--- config.mk ---
export PLATFORM = sky130hd
export DESIGN_NAME = xfer_engine
export DESIGN_NICKNAME = d
export VERILOG_FILES = /design/src/rtl/xfer_pkg.sv /design/src/rtl/xfer_seq.sv /design/src/rtl/xfer_addr.sv /design/src/rtl/xfer_hold.sv /design/src/rtl/xfer_engine.sv
export SDC_FILE = /design/constraint.sdc
export NUM_CORES = 1
export LEC_CHECK = 0
export BUFFER_PORTS_ARGS = -buffer_cell sky130_fd_sc_hd__buf_4
export CAP_MARGIN = 5
export CORE_MARGIN = 2
export CORE_UTILIZATION = 38
export DETAILED_ROUTE_END_ITERATION = 6
export PLACE_DENSITY = 0.75
export SLEW_MARGIN = 10
export SYNTH_ARGS = -nofsm -noshare
export SYNTH_HDL_FRONTEND = slang
export SYNTH_SLANG_ARGS = --single-unit
--- constraint.sdc ---
create_clock -name clk -period 2.52 [get_ports clk]
set_input_delay 0.378 -clock clk [delete_from_list [all_inputs] [get_ports clk]]
set_output_delay 0.378 -clock clk [all_outputs]
set_load 0.05 [all_outputs]
--- src/rtl/xfer_pkg.sv ---
package xfer_pkg;

  typedef enum logic [1:0] {
    DT_MEM_DUAL   = 2'b00,
    DT_SYNC_DUAL  = 2'b01,
    DT_ACK_SGL    = 2'b10,
    DT_ACKRDY_SGL = 2'b11
  } dev_kind_e;

  typedef enum logic [1:0] {
    ST_IDLE,
    ST_SGL,
    ST_RD,
    ST_WR
  } xfer_st_e;

  function automatic logic is_single(input logic [1:0] kind);
    return kind[1];
  endfunction

  function automatic logic needs_ready(input logic [1:0] kind);
    return kind == DT_ACKRDY_SGL;
  endfunction

endpackage

--- src/rtl/xfer_seq.sv ---
module xfer_seq
  import xfer_pkg::*;
(
  input  logic       clk,
  input  logic       rst,
  input  logic       start,
  input  logic       to_dev,
  input  logic [1:0] dev_type,
  input  logic       dev_ready,
  output logic       launch,
  output logic       advance,
  output logic       bus_rd,
  output logic       bus_wr,
  output logic       dev_ack,
  output logic       busy,
  output logic       done,
  output logic [1:0] typ_q
);

  xfer_st_e st;

  assign launch  = (st == ST_IDLE) && start;
  assign advance = (st == ST_RD);
  assign busy    = (st != ST_IDLE);

  always_ff @(posedge clk) begin
    if (rst) begin
      st      <= ST_IDLE;
      bus_rd  <= 1'b0;
      bus_wr  <= 1'b0;
      dev_ack <= 1'b0;
      done    <= 1'b0;
      typ_q   <= 2'b00;
    end else begin
      done <= 1'b0;
      case (st)
        ST_IDLE: begin
          if (start) begin
            typ_q <= dev_type;
            if (is_single(dev_type)) begin
              st      <= ST_SGL;
              dev_ack <= 1'b1;
              bus_rd  <= to_dev;
              bus_wr  <= ~to_dev;
            end else begin
              st     <= ST_RD;
              bus_rd <= 1'b1;
            end
          end
        end
        ST_RD: begin
          st     <= ST_WR;
          bus_rd <= 1'b0;
          bus_wr <= 1'b1;
        end
        ST_WR: begin
          st     <= ST_IDLE;
          bus_wr <= 1'b0;
          done   <= 1'b1;
        end
        ST_SGL: begin
          if (!needs_ready(typ_q) || dev_ready) begin
            st      <= ST_IDLE;
            bus_rd  <= 1'b0;
            bus_wr  <= 1'b0;
            dev_ack <= 1'b0;
            done    <= 1'b1;
          end
        end
        default: st <= ST_IDLE;
      endcase
    end
  end

endmodule

--- src/rtl/xfer_addr.sv ---
module xfer_addr #(
  parameter int AW = 16
) (
  input  logic          clk,
  input  logic          rst,
  input  logic          launch,
  input  logic          advance,
  input  logic          single,
  input  logic          to_dev,
  input  logic [AW-1:0] mem_addr,
  input  logic [AW-1:0] dev_addr,
  output logic [AW-1:0] bus_addr
);

  logic [AW-1:0] dst_q;

  always_ff @(posedge clk) begin
    if (rst) begin
      bus_addr <= '0;
      dst_q    <= '0;
    end else if (launch) begin
      if (single) begin
        bus_addr <= mem_addr;
      end else begin
        bus_addr <= to_dev ? mem_addr : dev_addr;
      end
      dst_q <= to_dev ? dev_addr : mem_addr;
    end else if (advance) begin
      bus_addr <= dst_q;
    end
  end

endmodule

--- src/rtl/xfer_hold.sv ---
module xfer_hold #(
  parameter int DW = 16
) (
  input  logic          clk,
  input  logic          rst,
  input  logic          cap,
  input  logic [DW-1:0] din,
  output logic [DW-1:0] q
);

  always_ff @(posedge clk) begin
    if (rst) begin
      q <= '0;
    end else if (cap) begin
      q <= din;
    end
  end

endmodule

--- src/rtl/xfer_engine.sv ---
module xfer_engine
  import xfer_pkg::*;
#(
  parameter int AW = 16,
  parameter int DW = 16
) (
  input  logic          clk,
  input  logic          rst,
  input  logic          start,
  input  logic          to_dev,
  input  logic [1:0]    dev_type,
  input  logic [AW-1:0] mem_addr,
  input  logic [AW-1:0] dev_addr,
  output logic [AW-1:0] bus_addr,
  output logic          bus_rd,
  output logic          bus_wr,
  output logic [DW-1:0] bus_wdata,
  input  logic [DW-1:0] bus_rdata,
  output logic          dev_ack,
  input  logic          dev_ready,
  output logic          busy,
  output logic          done
);

  logic       launch;
  logic       advance;
  logic [1:0] typ_q;

  xfer_seq u_seq (
    .clk       (clk),
    .rst       (rst),
    .start     (start),
    .to_dev    (to_dev),
    .dev_type  (dev_type),
    .dev_ready (dev_ready),
    .launch    (launch),
    .advance   (advance),
    .bus_rd    (bus_rd),
    .bus_wr    (bus_wr),
    .dev_ack   (dev_ack),
    .busy      (busy),
    .done      (done),
    .typ_q     (typ_q)
  );

  xfer_addr #(.AW(AW)) u_addr (
    .clk      (clk),
    .rst      (rst),
    .launch   (launch),
    .advance  (advance),
    .single   (is_single(dev_type)),
    .to_dev   (to_dev),
    .mem_addr (mem_addr),
    .dev_addr (dev_addr),
    .bus_addr (bus_addr)
  );

  xfer_hold #(.DW(DW)) u_hold (
    .clk (clk),
    .rst (rst),
    .cap (advance),
    .din (bus_rdata),
    .q   (bus_wdata)
  );

endmodule

==> flow_summary.json, run 1 <==
{
  "cts_tree": "built",
  "dr.pass1.iters": 4,
  "cp.arrival_ns": 2.17,
  "hp-class": "in -> reg",
  "yosysTopAreaCellShare": 0.432,
  "cts-root-buf": "clkbuf_8",
  "area_growth_pct": 30.6,
  "ys_types": 30,
  "die_y_um": 86.7,
  "drive_gt1_frac": 0.304,
  "peakVddDrop_mv": 0.368,
  "async_flop_share": 0,
  "track_usage": 0.160,
  "post-dp-hpwl_um": 4240,
  "setup-violations-final": 0,
  "drt_iter0_drc": 72,
  "num_rows": 30,
  "syn_area_per_cell_um2": 9.73,
  "r2r_setup_slack_ns": 0.55,
  "path_max_fanout": 36,
  "grt_max_degree": 60,
  "critical_path.cell_chain": "inv_1, ha_1, and2_2, buf_12, a21oi_1, a221oi_1",
  "cp-end-kind": "register",
  "grt_pass1_wl_um": 9660,
  "wl_met2_um": 3100,
  "synthCells": 267,
  "yosysWarningCount": 0,
  "portBuffers": 91,
  "rsz0062_at_grt": "false",
  "period_needed_ns": 1.97,
  "netlist_area_um2": 2600,
  "h-tree-depth": 2,
  "crit_type": "reg -> reg",
  "wl_met3_um": 358,
  "p_int_uw": 1730,
  "die_w_um": 86.7,
  "ios": 92,
  "antenna_found_initial": 0,
  "switchingPower_uw": 983,
  "initial_core_util": 0.387,
  "cts_buffers": 5,
  "p_clk_frac": 0.233,
  "grt_overflow": 0,
  "power.leakage_uw": 0.00149,
  "diodes": 0,
  "ys_seq_area_frac": 0.432,
  "dr.max_layer_used": "met4",
  "max_freq_mhz": 507,
  "setup_tns_ns": 0,
  "holdWs_ns": 0.309,
  "grt_pass1_vias": 2196,
  "gp_congestion": 0.752,
  "coreArea_um2": 6720,
  "synth_edf_count": 0,
  "synth_top_area_cell": "dfxtp_1",
  "hold_viol": 0,
  "worstMarginPinSlew_ns": 0.594,
  "fin_crit_sh": 0.782,
  "slowest_delay_ns": 0.54,
  "insertion_delay_ns": 0.30,
  "synth_area_leaders": "dfxtp_1, mux2i_1, nor2_1",
  "synth.ff_latch_count": 56,
  "cts.sinks": 56,
  "nNetsFinal": 405,
  "seq_power_share": 0.401,
  "cts_hold_buffers": 0,
  "drtAntennaViolNets": 0,
  "die_area_um2": 7510,
  "synth_ff_type": "dfxtp_1",
  "wl_met1_um": 2460,
  "max_cap_viol_count": 0,
  "slew_viol_final": 0,
  "clk_path_buf_depth": 2,
  "vias": 2216,
  "worstSetupStartpointType": "register",
  "relSlewSlack": 0.604,
  "fillCellCount": 640,
  "fin_skew_ns": 0.00395,
  "post_cts_buffers": 0,
  "cts.clk_slew.worst_paths_ns": 0.10,
  "cp.required_ns": 2.72,
  "wl_per_cell_um": 14.1,
  "cts-resized-gates": 0,
  "switching_share": 0.362,
  "syn_nets": 328,
  "drt-total-wl_um": 6000,
  "p_comb_frac": 0.366,
  "routed_via_density": 5.21,
  "slowest_stage": "and2_2",
  "drc": 0,
  "status": "completed",
  "power.density_nw_per_um2": 801
}
==> registers in the layout, indices dropped and copies added, names as in the netlist <==
name / flops
u_seq.done: 1
u_seq.st: 2
u_addr.bus_addr: 16
u_seq.bus_wr: 1
u_seq.typ_q: 2
u_seq.dev_ack: 1
u_hold.q: 16
u_addr.dst_q: 16
u_seq.bus_rd: 1
==> kinds of logic (layout without fill, tap and decap cells) <==
family,Yosys count,after routing,synth area share
adder cells (fa/ha/maj),6,6,0.0289
buffers and inverters,29,107,0.0650
AND/OR/NAND/NOR,64,64,0.111
AO/OA/AOI/OAI,60,60,0.163
multiplexers,52,52,0.200
flip-flops,56,56,0.432
==> metrics by stage <==
| stage | total power, uW | setup slack [ns] | util | area (um2) | cells |
|---|---|---|---|---|---|
| 2_1_floorplan | 1820 | 1.02 | - | 2600 | 267 |
| 3_3_place_gp | 2080 | 0.646 | 0.486 | 3270 | 417 |
| 3_5_place_dp | 2110 | 0.558 | 0.486 | 3270 | 417 |
| 4_1_cts | 2740 | 0.535 | 0.505 | 3390 | 425 |
| 5_1_grt | 2870 | 0.323 | 0.505 | 3390 | 425 |
| 6_report | 2720 | 0.548 | 0.505 | 3390 | 425 |
==> cells in the mapped netlist, types with 3 or more instances <==
library cell and number:
mux2i_1 52, a221oi_1 15, nor2_1 37, inv_1 6, a21oi_1 18, clkbuf_1 8, dfxtp_1 56, buf_2 10
nand2_1 16, a211oi_1 17, ha_1 6, o21ai_0 3
==> worst paths after layout <==
path                   endpoint          start  cells after the start
max          u_addr.bus_addr[7]    u_seq.st[1]                      6
min                u_hold.q[10]  bus_rdata[10]                      3
max reg2reg  u_addr.bus_addr[7]    u_seq.st[1]                      6
min reg2reg        u_seq.bus_wr   u_seq.bus_wr                      2
==> layout make-up <==
type | count | area, um2 | share of cell area
clock buffer | 7 | 96.3 | 0.0284
clock inverter | 1 | 30.0 | 0.00885
inverter | 6 | 22.5 | 0.00664
multi-input combinational | 182 | 1310 | 0.387
sequential | 56 | 1120 | 0.331
tap | 80 | 100 | 0.0295
timing repair buffer | 93 | 711 | 0.210
==> power groups by stage <==
stage	sequential (uW)	clock (uW)	combinational (uW)
after floorplan	1380	0	435
after global placement	1110	0	979
after detailed placement	1110	0	1000
after CTS	1090	652	1000
after global routing	1110	686	1070
final	1090	634	993
==> per-layer routing <==
metal	GRT usage	up-vias
li1	-	1114
met5	0	-
met1	0.180	1039
met3	0.0467	8
met4	0.0554	0
met2	0.286	55
==> cells in the final DEF (no fill, tap or decap), drive strengths merged, types with 2 or more instances in the layout <==
| cell | n |
|---|---|
| mux2i | 52 |
| a211oi | 17 |
| clkbuf | 7 |
| a21boi | 2 |
| nor2 | 38 |
| a211o | 2 |
| nand2b | 2 |
| buf | 93 |
| nor2b | 2 |
| ha | 6 |
| dfxtp | 56 |
| inv | 6 |
| a21oi | 18 |
| nand2 | 16 |
| a221oi | 15 |
| o21ai | 3 |
==> worst max-delay path, delay by kind of cell (launching register included) <==
kind,cells,cell delay (ns)
buf+inv,2,0.37
flops,1,0.36
compound gates,2,0.38
simple gates,1,0.54
fa+ha+maj,1,0.21
(Power assumes the default switching activity.)
==> run 2: changes to the inputs <==
==> constraint.sdc (replaced) <==
create_clock -name clk -period 2 [get_ports clk]
set_input_delay 0.3 -clock clk [delete_from_list [all_inputs] [get_ports clk]]
set_output_delay 0.3 -clock clk [all_outputs]
set_load 0.05 [all_outputs]
==> flow_summary.json, run 2 (same netlist as run 1, synthesis figures left out) <==
{
  "gp_congestion": 0.750,
  "power.density_nw_per_um2": 1050,
  "r2r_cells": 6,
  "grt_max_degree": 67,
  "antenna_found_initial": 0,
  "slew_viol_final": 0,
  "drt-total-wl_um": 5730,
  "routed_via_density": 5.13,
  "dr.pass1.iters": 4,
  "cts.clk_slew.worst_paths_ns": 0.10,
  "cts_hold_buffers": 0,
  "cts.sinks": 56,
  "clk_path_buf_depth": 2,
  "critical_path.cell_chain": "inv_1, ha_1, inv_1, buf_4",
  "post_cts_buffers": 0,
  "peakVddDrop_mv": 0.512,
  "die_area_um2": 7510,
  "hold_viol": 0,
  "portBuffers": 91,
  "slowest_stage": "dfxtp_1",
  "drive_gt1_frac": 0.306,
  "relSlewSlack": 0.612,
  "rsz0062_at_grt": "false",
  "insertion_delay_ns": 0.30,
  "h-tree-depth": 2,
  "top_regs": "u_addr.bus_addr: 16 flops, u_addr.dst_q: 16 flops, u_hold.q: 16 flops",
  "fin_crit_sh": 0.828,
  "diodes": 0,
  "path_max_fanout": 5,
  "setup_tns_ns": 0,
  "min_to": "u_hold.q[12]",
  "cp.required_ns": 1.70,
  "r2r_setup_slack_ns": 0.36,
  "final_cell_mix": "buf_4, dfxtp_1, mux2i_1",
  "cts-root-buf": "clkbuf_8",
  "r2r_start": "u_seq.st[0]",
  "die_y_um": 86.7,
  "power.leakage_uw": 0.00151,
  "cts_tree": "built",
  "grt_overflow": 0,
  "min_path_cells": 3,
  "worstSetupStartpointType": "register",
  "hp-class": "in -> reg",
  "grt_pass1_wl_um": 9350,
  "die_w_um": 86.7,
  "wl_per_cell_um": 13.5,
  "worstHoldStart": "bus_rdata[12]",
  "max_cap_viol_count": 0,
  "layout_commonest_cell": "buf_4",
  "slowest_delay_ns": 0.42,
  "crit_type": "reg -> out",
  "critPathBufInv": 3,
  "cts-resized-gates": 0,
  "r2r-end": "u_addr.bus_addr[9]",
  "area_growth_pct": 32.1,
  "drtAntennaViolNets": 0,
  "ios": 92,
  "cts_buffers": 5,
  "drc": 0,
  "initial_core_util": 0.387,
  "coreArea_um2": 6720,
  "drt_iter0_drc": 92,
  "setup-violations-final": 0,
  "nNetsFinal": 406,
  "fin_skew_ns": 0.00296,
  "cp.arrival_ns": 1.36,
  "cp_top_family": "flip-flops",
  "grt_pass1_vias": 2135,
  "worstMarginPinSlew_ns": 0.583,
  "p_total_uw": 3610,
  "period_needed_ns": 1.66,
  "track_usage": 0.153,
  "cp-end-kind": "output pin",
  "post-dp-hpwl_um": 4070,
  "vias": 2185,
  "status": "completed",
  "crit_top_cell": "inv_1",
  "max_freq_mhz": 604,
  "num_rows": 30
}
[run 2: how the worst max path moves through the flow]
stage	start	to	slack, ns	depth (start not counted)
5_1_grt	u_seq.st[0]	u_addr.bus_addr[11]	0.16	5
6_report	u_seq.st[0]	busy	0.34	4
3_3_place_gp	u_seq.st[0]	u_seq.st[0]	0.45	6
2_1_floorplan	u_seq.st[0]	u_addr.bus_addr[14]	0.50	7
3_5_place_dp	u_seq.st[0]	u_seq.st[0]	0.36	6
4_1_cts	u_seq.st[0]	busy	0.33	4
[run 2: power by group]
part           switching (uW)  internal [uW]  leakage, uW
combinational             785            463     0.000971
clock                     359            626    0.0000784
sequential               92.6           1280     0.000461
total                    1240           2370      0.00151
[run 2: through the flow]
stage	hold slack (ns)	instance area, um2	setup WS [ns]	util	instances
2_1_floorplan	0.447	2600	0.498	-	267
3_3_place_gp	0.463	3270	0.450	0.487	418
3_5_place_dp	0.467	3270	0.356	0.487	418
4_1_cts	0.217	3430	0.328	0.511	426
5_1_grt	0.228	3430	0.156	0.511	426
6_report	0.228	3430	0.344	0.511	426
[run 2: routing by layer]
metal,vias to the layer above,part of all wire,track usage
li1,1111,-,-
met1,1020,0.42,0.174
met2,50,0.51,0.278
met3,4,0.058,0.0457
met4,0,0.0073,0.0412
met5,-,0,0
[run 2: cell type report]
type,instances,area [um2]
clock buffer,5,68.8
clock inverter,3,90.1
fill,606,3290
inverter,6,22.5
multi-input combinational,182,1310
sequential,56,1120
tap,80,100
timing repair buffer,94,718
[run 2: worst register-to-register path, delay by kind of cell (launching register included)]
family	cells	cell delay, ns
buffers and inverters	2	0.30
AND/OR/NAND/NOR	1	0.20
flip-flops	1	0.42
adder cells (fa/ha/maj)	1	0.26
AO/OA/AOI/OAI	2	0.33
